File: src/rtl/gain_ramp_pkg.sv
package gain_ramp_pkg;

   localparam int unsigned IVL_SEL_W = 3;

   // Multiplier applied to the base interval for each interval select code
   function automatic int unsigned ivl_mult(input logic [IVL_SEL_W-1:0] sel);
      case (sel)
         3'd0:    return 2;
         3'd1:    return 3;
         3'd2:    return 4;
         3'd3:    return 5;
         3'd4:    return 6;
         3'd5:    return 8;
         3'd6:    return 12;
         default: return 16;
      endcase
   endfunction

endpackage

File: src/rtl/gain_step_timer.sv
module gain_step_timer
   import gain_ramp_pkg::*;
#(
   parameter int unsigned BASE_INTERVAL = 32
) (
   input  logic                 clk,
   input  logic                 rst_n,
   input  logic                 sample_stb,
   input  logic                 active,
   input  logic [IVL_SEL_W-1:0] interval_sel,
   output logic                 step_en
);
   localparam int unsigned MAX_LEN = BASE_INTERVAL * 16;
   localparam int unsigned CNT_W   = $clog2(MAX_LEN + 1);

   logic [CNT_W-1:0] cnt_q;
   logic [CNT_W-1:0] len;
   logic [CNT_W:0]   cnt_inc;
   logic             expire;

   always_comb begin
      len     = CNT_W'(BASE_INTERVAL * ivl_mult(interval_sel));
      cnt_inc = {1'b0, cnt_q} + (CNT_W+1)'(1);
   end

   // >= so that shortening the interval mid-count fires at once
   assign expire  = cnt_inc >= {1'b0, len};
   assign step_en = active & sample_stb & expire;

   always_ff @(posedge clk or negedge rst_n) begin
      if (!rst_n)          cnt_q <= '0;
      else if (!active)    cnt_q <= '0;
      else if (sample_stb) cnt_q <= expire ? '0 : cnt_inc[CNT_W-1:0];
   end

   a_r4_idle_clear: assert property (@(posedge clk) disable iff (!rst_n)
      !active |=> cnt_q == '0);
   a_r4_cnt_bound: assert property (@(posedge clk) disable iff (!rst_n)
      cnt_q < CNT_W'(MAX_LEN));
   a_r4_hold_no_stb: assert property (@(posedge clk) disable iff (!rst_n)
      (active && !sample_stb) |=> $stable(cnt_q));

endmodule

File: src/rtl/gain_ramp_lane.sv
module gain_ramp_lane #(
   parameter int CODE_W        = 4,
   parameter int GAIN_W        = 9,
   parameter int FINE_PER_CODE = 12,
   parameter int MUTE_FLOOR    = -48,
   parameter int RESET_GAIN    = 96
) (
   input  logic                     clk,
   input  logic                     rst_n,
   input  logic                     step_en,
   input  logic                     big_step,
   input  logic                     mute_en,
   input  logic [CODE_W-1:0]        code,
   output logic signed [GAIN_W-1:0] gain_q,
   output logic                     at_target
);
   logic signed [GAIN_W-1:0] target;
   logic signed [GAIN_W:0]   gain_x;
   logic signed [GAIN_W:0]   diff;
   logic signed [GAIN_W:0]   mag;
   logic signed [GAIN_W:0]   mv;
   logic signed [GAIN_W:0]   nxt;

   always_comb begin
      target = mute_en ? GAIN_W'(MUTE_FLOOR) : GAIN_W'(FINE_PER_CODE * int'(code));
      gain_x = $signed({gain_q[GAIN_W-1], gain_q});
      diff   = $signed({target[GAIN_W-1], target}) - gain_x;
      mag    = diff[GAIN_W] ? -diff : diff;
      mv     = big_step ? (GAIN_W+1)'(2) : (GAIN_W+1)'(1);
      if (mag < mv) mv = mag;
      nxt    = diff[GAIN_W] ? gain_x - mv : gain_x + mv;
   end

   assign at_target = (diff == '0);

   always_ff @(posedge clk or negedge rst_n) begin
      if (!rst_n)                      gain_q <= GAIN_W'(RESET_GAIN);
      else if (step_en && !at_target)  gain_q <= nxt[GAIN_W-1:0];
   end

   a_r9_hold: assert property (@(posedge clk) disable iff (!rst_n)
      !step_en |=> $stable(gain_q));
   a_r3_step_size: assert property (@(posedge clk) disable iff (!rst_n)
      step_en |=> ((gain_q - $past(gain_q)) <= 2) && ((gain_q - $past(gain_q)) >= -2));
   a_r3_no_overshoot_up: assert property (@(posedge clk) disable iff (!rst_n)
      (step_en && diff > 0) |=> (gain_q > $past(gain_q)) && (gain_q <= $past(target)));
   a_r3_no_overshoot_dn: assert property (@(posedge clk) disable iff (!rst_n)
      (step_en && diff < 0) |=> (gain_q < $past(gain_q)) && (gain_q >= $past(target)));

endmodule

File: src/rtl/gain_ramp_ctrl.sv
module gain_ramp_ctrl
   import gain_ramp_pkg::*;
#(
   parameter int          CODE_W        = 4,
   parameter int          GAIN_W        = 9,
   parameter int          FINE_PER_CODE = 12,
   parameter int          MUTE_FLOOR    = -48,
   parameter int          RESET_CODE    = 8,
   parameter int unsigned BASE_INTERVAL = 32
) (
   input  logic                     clk,
   input  logic                     rst_n,
   input  logic                     sample_stb,
   input  logic [CODE_W-1:0]        code_l,
   input  logic [CODE_W-1:0]        code_r,
   input  logic                     mute_en,
   input  logic                     big_step,
   input  logic [IVL_SEL_W-1:0]     interval_sel,
   output logic signed [GAIN_W-1:0] gain_l,
   output logic signed [GAIN_W-1:0] gain_r,
   output logic                     busy
);
   localparam int NUM_CH     = 2;
   localparam int MAX_TARGET = (2**CODE_W - 1) * FINE_PER_CODE;
   localparam int RESET_GAIN = RESET_CODE * FINE_PER_CODE;

   if (MAX_TARGET >= 2**(GAIN_W-1)) begin : g_bad_width
      $error("GAIN_W too narrow for the highest coarse target");
   end
   if (MUTE_FLOOR >= 0 || MUTE_FLOOR < -(2**(GAIN_W-1))) begin : g_bad_floor
      $error("MUTE_FLOOR must be negative and fit in GAIN_W");
   end
   if (RESET_CODE >= 2**CODE_W || BASE_INTERVAL < 1) begin : g_bad_cfg
      $error("RESET_CODE or BASE_INTERVAL out of range");
   end

   logic [CODE_W-1:0]        code_a [NUM_CH];
   logic signed [GAIN_W-1:0] gain_a [NUM_CH];
   logic [NUM_CH-1:0]        settled;
   logic                     step_en;

   assign code_a[0] = code_l;
   assign code_a[1] = code_r;

   assign busy = ~&settled;

   gain_step_timer #(
      .BASE_INTERVAL (BASE_INTERVAL)
   ) u_timer (
      .clk          (clk),
      .rst_n        (rst_n),
      .sample_stb   (sample_stb),
      .active       (busy),
      .interval_sel (interval_sel),
      .step_en      (step_en)
   );

   for (genvar ch = 0; ch < NUM_CH; ch++) begin : g_lane
      gain_ramp_lane #(
         .CODE_W        (CODE_W),
         .GAIN_W        (GAIN_W),
         .FINE_PER_CODE (FINE_PER_CODE),
         .MUTE_FLOOR    (MUTE_FLOOR),
         .RESET_GAIN    (RESET_GAIN)
      ) u_lane (
         .clk       (clk),
         .rst_n     (rst_n),
         .step_en   (step_en),
         .big_step  (big_step),
         .mute_en   (mute_en),
         .code      (code_a[ch]),
         .gain_q    (gain_a[ch]),
         .at_target (settled[ch])
      );
   end

   assign gain_l = gain_a[0];
   assign gain_r = gain_a[1];

   a_r8_idle_hold: assert property (@(posedge clk) disable iff (!rst_n)
      !busy |=> $stable(gain_l) && $stable(gain_r));
   a_r5_floor: assert property (@(posedge clk) disable iff (!rst_n)
      (gain_l >= MUTE_FLOOR) && (gain_r >= MUTE_FLOOR));
   a_r2_ceiling: assert property (@(posedge clk) disable iff (!rst_n)
      (gain_l <= MAX_TARGET) && (gain_r <= MAX_TARGET));

endmodule

File: config.mk
export PLATFORM = sky130hd
export DESIGN_NAME = gain_ramp_ctrl
export DESIGN_NICKNAME = d
export VERILOG_FILES = /design/src/rtl/gain_ramp_pkg.sv /design/src/rtl/gain_step_timer.sv /design/src/rtl/gain_ramp_lane.sv /design/src/rtl/gain_ramp_ctrl.sv
export SDC_FILE = /design/constraint.sdc
export NUM_CORES = 1
export LEC_CHECK = 0
export BUFFER_PORTS_ARGS = -buffer_cell sky130_fd_sc_hd__buf_2
export CELL_PAD_IN_SITES_DETAIL_PLACEMENT = 1
export CELL_PAD_IN_SITES_GLOBAL_PLACEMENT = 2
export CORE_MARGIN = 2
export CORE_UTILIZATION = 29
export CTS_CLUSTER_DIAMETER = 150
export CTS_CLUSTER_SIZE = 12
export DETAILED_ROUTE_END_ITERATION = 12
export PLACE_DENSITY = 0.72
export SKIP_LAST_GASP = 1
export SYNTH_ARGS = -nofsm -noshare
export SYNTH_HDL_FRONTEND = slang
export SYNTH_HIERARCHICAL = 1
export SYNTH_SLANG_ARGS = --single-unit
File: constraint.sdc
create_clock -name clk -period 5.4 [get_ports clk]
set_input_delay 0.81 -clock clk [delete_from_list [all_inputs] [get_ports clk]]
set_output_delay 0.81 -clock clk [all_outputs]
set_load 0.005 [all_outputs]
==> out/results.ini <==
[synthesis]
synthCells=490
yosys_warnings=6
syn_area_per_cell_um2=8.301
netlist_area_um2=4068
syn_nets=562
synth.area.mux_share_pct=1.476
ys_ff_latch=28
synth_top_family_by_area=compound AO/OA/AOI/OAI gates
synth_edf_count=0
synthDistinctLibCells=82
synth-compound-area-share_pct=25.56
synth_xor_area_share_pct=9.351
synth_flop_cell=dfrtp_1
async_reset_ff_share_pct=100.0
ys_seq_area_share_pct=17.35
synthSimpleGateAreaFrac_pct=22.64
synth_fa_ha_area_share_pct=17.96

[sta]
clock.fmax_mhz=162.1
report.final.hold_viol_count=0
tightest_slew_ns=0.9997
setup_ws_ns=-0.7708
finalClockSkew_ns=0.003482
finalSetupViolations=13
relSlewSlack_pct=32.95
whs_ns=0.4924
rsz0062_at_grt=yes
final_max_slew_viol_count=0
setup_tns_ns=-4.607
period_share_pct=114.3
period_minus_slack_ns=6.171

[layout]
num_antenna_cells=0
area_growth_syn_to_layout_pct=51.06
final_common_cell=buf_4
final_nets=747
mostFrequentLayoutCells=buf_4, ha_1, inv_1
drive_gt1_share_pct=44.87

[place]
dp_hpwl_um=10350
place_congestion=0.8890
port_buffers=34

[outcome]
status=complete, but fails checks
violations=negative setup slack

[global_routing]
grt_pass1_vias=4533
gr-total-overflow=0
grt_max_degree=29
antenna_found_initial=0
grtUsageTotal_pct=17.63
grt_pass1_wl_um=21450

[critical_path]
critical_path_required_ns=5.56
crit_slowest_cell=or4b_1
r2r_cells=26
r2r-end=g_lane[0].u_lane/gain_q[8]$_DFFE_PN0P_
cpLargestDelayFamily=compound AO/OA/AOI/OAI gates
crit_path_end_kind=flop
worstPathArrival_ns=6.33
critPathKind=in2reg
r2r_slack_ns=0.09
worst_setup_path_start_kind=primary input
path_buf_inv=1
path_common_cell=ha_4
max_stage_delay_ns=0.44
crit_path_max_fanout=4
rr_startpoint=g_lane[0].u_lane/gain_q[3]$_DFFE_PN0P_

[clock_tree]
cts_buffer_depth=2
hold_buffers=0
cts_tree=yes
cts_made_buffers=3
cts.sinks=28
clk_pin_slew_ns=0.07
insertion_delay_ns=0.27
root_buffer=clkbuf_16
h-tree-depth=1

[detailed_routing]
wl_um=13060
drc=0
post_drt_wl_per_cell_um=15.32
routed_via_density=5.041
ant_nets=0
num_vias=4300
dr.pass1.iters=4
drt_iter0_drc=145

[die]
die_area_um2=14990
ioPinCount=35
die_w_um=122.4
start_util_pct=29.53
core_region_area_um2=13770
die_y_um=122.4
rows=43

[hold_path]
hold_end=g_lane[1].u_lane/gain_q[8]$_DFFE_PN0P_
whs_path_depth=1
hold_class=reg2reg
worstHoldStart=g_lane[1].u_lane/gain_q[8]$_DFFE_PN0P_

[power_and_ir_drop]
vdd_drop_max_mv=0.2649
powerDensity_nw_per_um2=661.2
p_leak_nw=2.887

[run]
maxCapViolCount=0

==> final cells by class <==
type,instances,area [µm²]
tap,180,225.2
fill,1690,7629
clock buffer,3,75.07
sequential,28,705.7
inverter,39,146.4
multi-input combinational,409,3570
timing repair buffer,194,1423
==> Yosys cell counts (3+ instances only) <==
cell type	number	area share, %
nand2_1	41	3.8
o21bai_1	7	1.3
o21a_1	7	1.3
nor2_1	27	2.5
a21o_1	8	1.5
nor2b_1	10	1.5
or2_2	4	0.62
inv_1	39	3.6
o21ai_1	11	1.4
fa_1	4	2.0
a31oi_1	6	0.92
a21boi_1	4	0.74
nand3_1	7	0.86
and3_1	5	0.77
dfstp_2	4	2.6
ha_1	52	16
o31ai_1	5	0.92
nand4_1	9	1.4
mux2i_1	6	1.5
buf_4	5	0.92
nand2b_1	13	2.0
a211oi_1	5	0.92
and4b_1	3	0.74
nor3_1	8	0.98
o211ai_1	8	1.5
xnor2_1	22	4.7
dfrtp_1	24	15
clkbuf_1	4	0.37
buf_2	3	0.37
xor2_1	15	3.2
a21oi_2	3	0.65
a21oi_1	19	2.3
a2111oi_2	3	1.1
or3_1	4	0.62
nor3b_1	4	0.74
o21ai_0	34	4.2
==> logic make-up (layout without fill, tap and decap cells) <==
group	Yosys count	in the layout
mux	6	6
compound gates	147	147
xor+xnor	40	40
simple gates	160	160
flops	28	28
buf+inv	53	236
fa+ha+maj	56	56
==> timing repair <==
action / 4_1_cts / 5_1_grt
cloned: 0 / 0
pin swaps: 47 / 28
setup buffers: 19 / 11
setup endpoints to repair: 13 / 16
resized for setup: 30 / 39
==> worst max path at each step <==
stage / startpoint / to / slack (ns) / cells after the start
4_1_cts: code_r[2] / g_lane[1].u_lane/gain_q[8]$_DFFE_PN0P_ / -0.89 / 31
2_1_floorplan: code_l[1] / g_lane[0].u_lane/gain_q[8]$_DFFE_PN0P_ / -0.93 / 30
3_3_place_gp: code_l[1] / g_lane[0].u_lane/gain_q[8]$_DFFE_PN0P_ / -1.09 / 30
5_1_grt: code_l[0] / g_lane[0].u_lane/gain_q[8]$_DFFE_PN0P_ / -1.04 / 30
6_report: code_l[2] / g_lane[0].u_lane/gain_q[8]$_DFFE_PN0P_ / -0.77 / 30
3_5_place_dp: code_l[1] / g_lane[0].u_lane/gain_q[8]$_DFFE_PN0P_ / -1.28 / 30
==> report_power, final <==
group | internal (W) | total (W) | switching [W]
sequential | 0.000307 | 0.000398 | 0.0000911
combinational | 0.00184 | 0.00349 | 0.00165
clock | 0.0000988 | 0.000178 | 0.0000790
==> flip-flops by register name, indices dropped and copies added (netlist names) <==
signal / cells
g_lane.u_lane/gain_q: 18
u_timer/cnt_q: 10
==> layer usage <==
metal,up-vias,global-route usage (%),share of wire [%]
met3,4,2.370,1.5
met1,2122,20.67,43
met5,-,0,0
li1,2147,-,-
met4,0,1.868,0.61
met2,27,34.72,55
==> per-stage QoR <==
stage / utilization [%] / power (W) / instances / cell area [µm²] / setup WS, ns
after detailed placement: 40.65 / 0.003458 / 827 / 5599 / -1.281
after global routing: 44.61 / 0.004414 / 853 / 6145 / -1.042
after global placement: 40.65 / 0.003325 / 827 / 5599 / -1.093
after floorplan: - / 0.002184 / 490 / 4269 / -0.9254
after CTS: 43.12 / 0.003868 / 847 / 5939 / -0.8888
final: 44.61 / 0.004063 / 853 / 6145 / -0.7708
No activity file was read; power rests on OpenSTA's default activity.
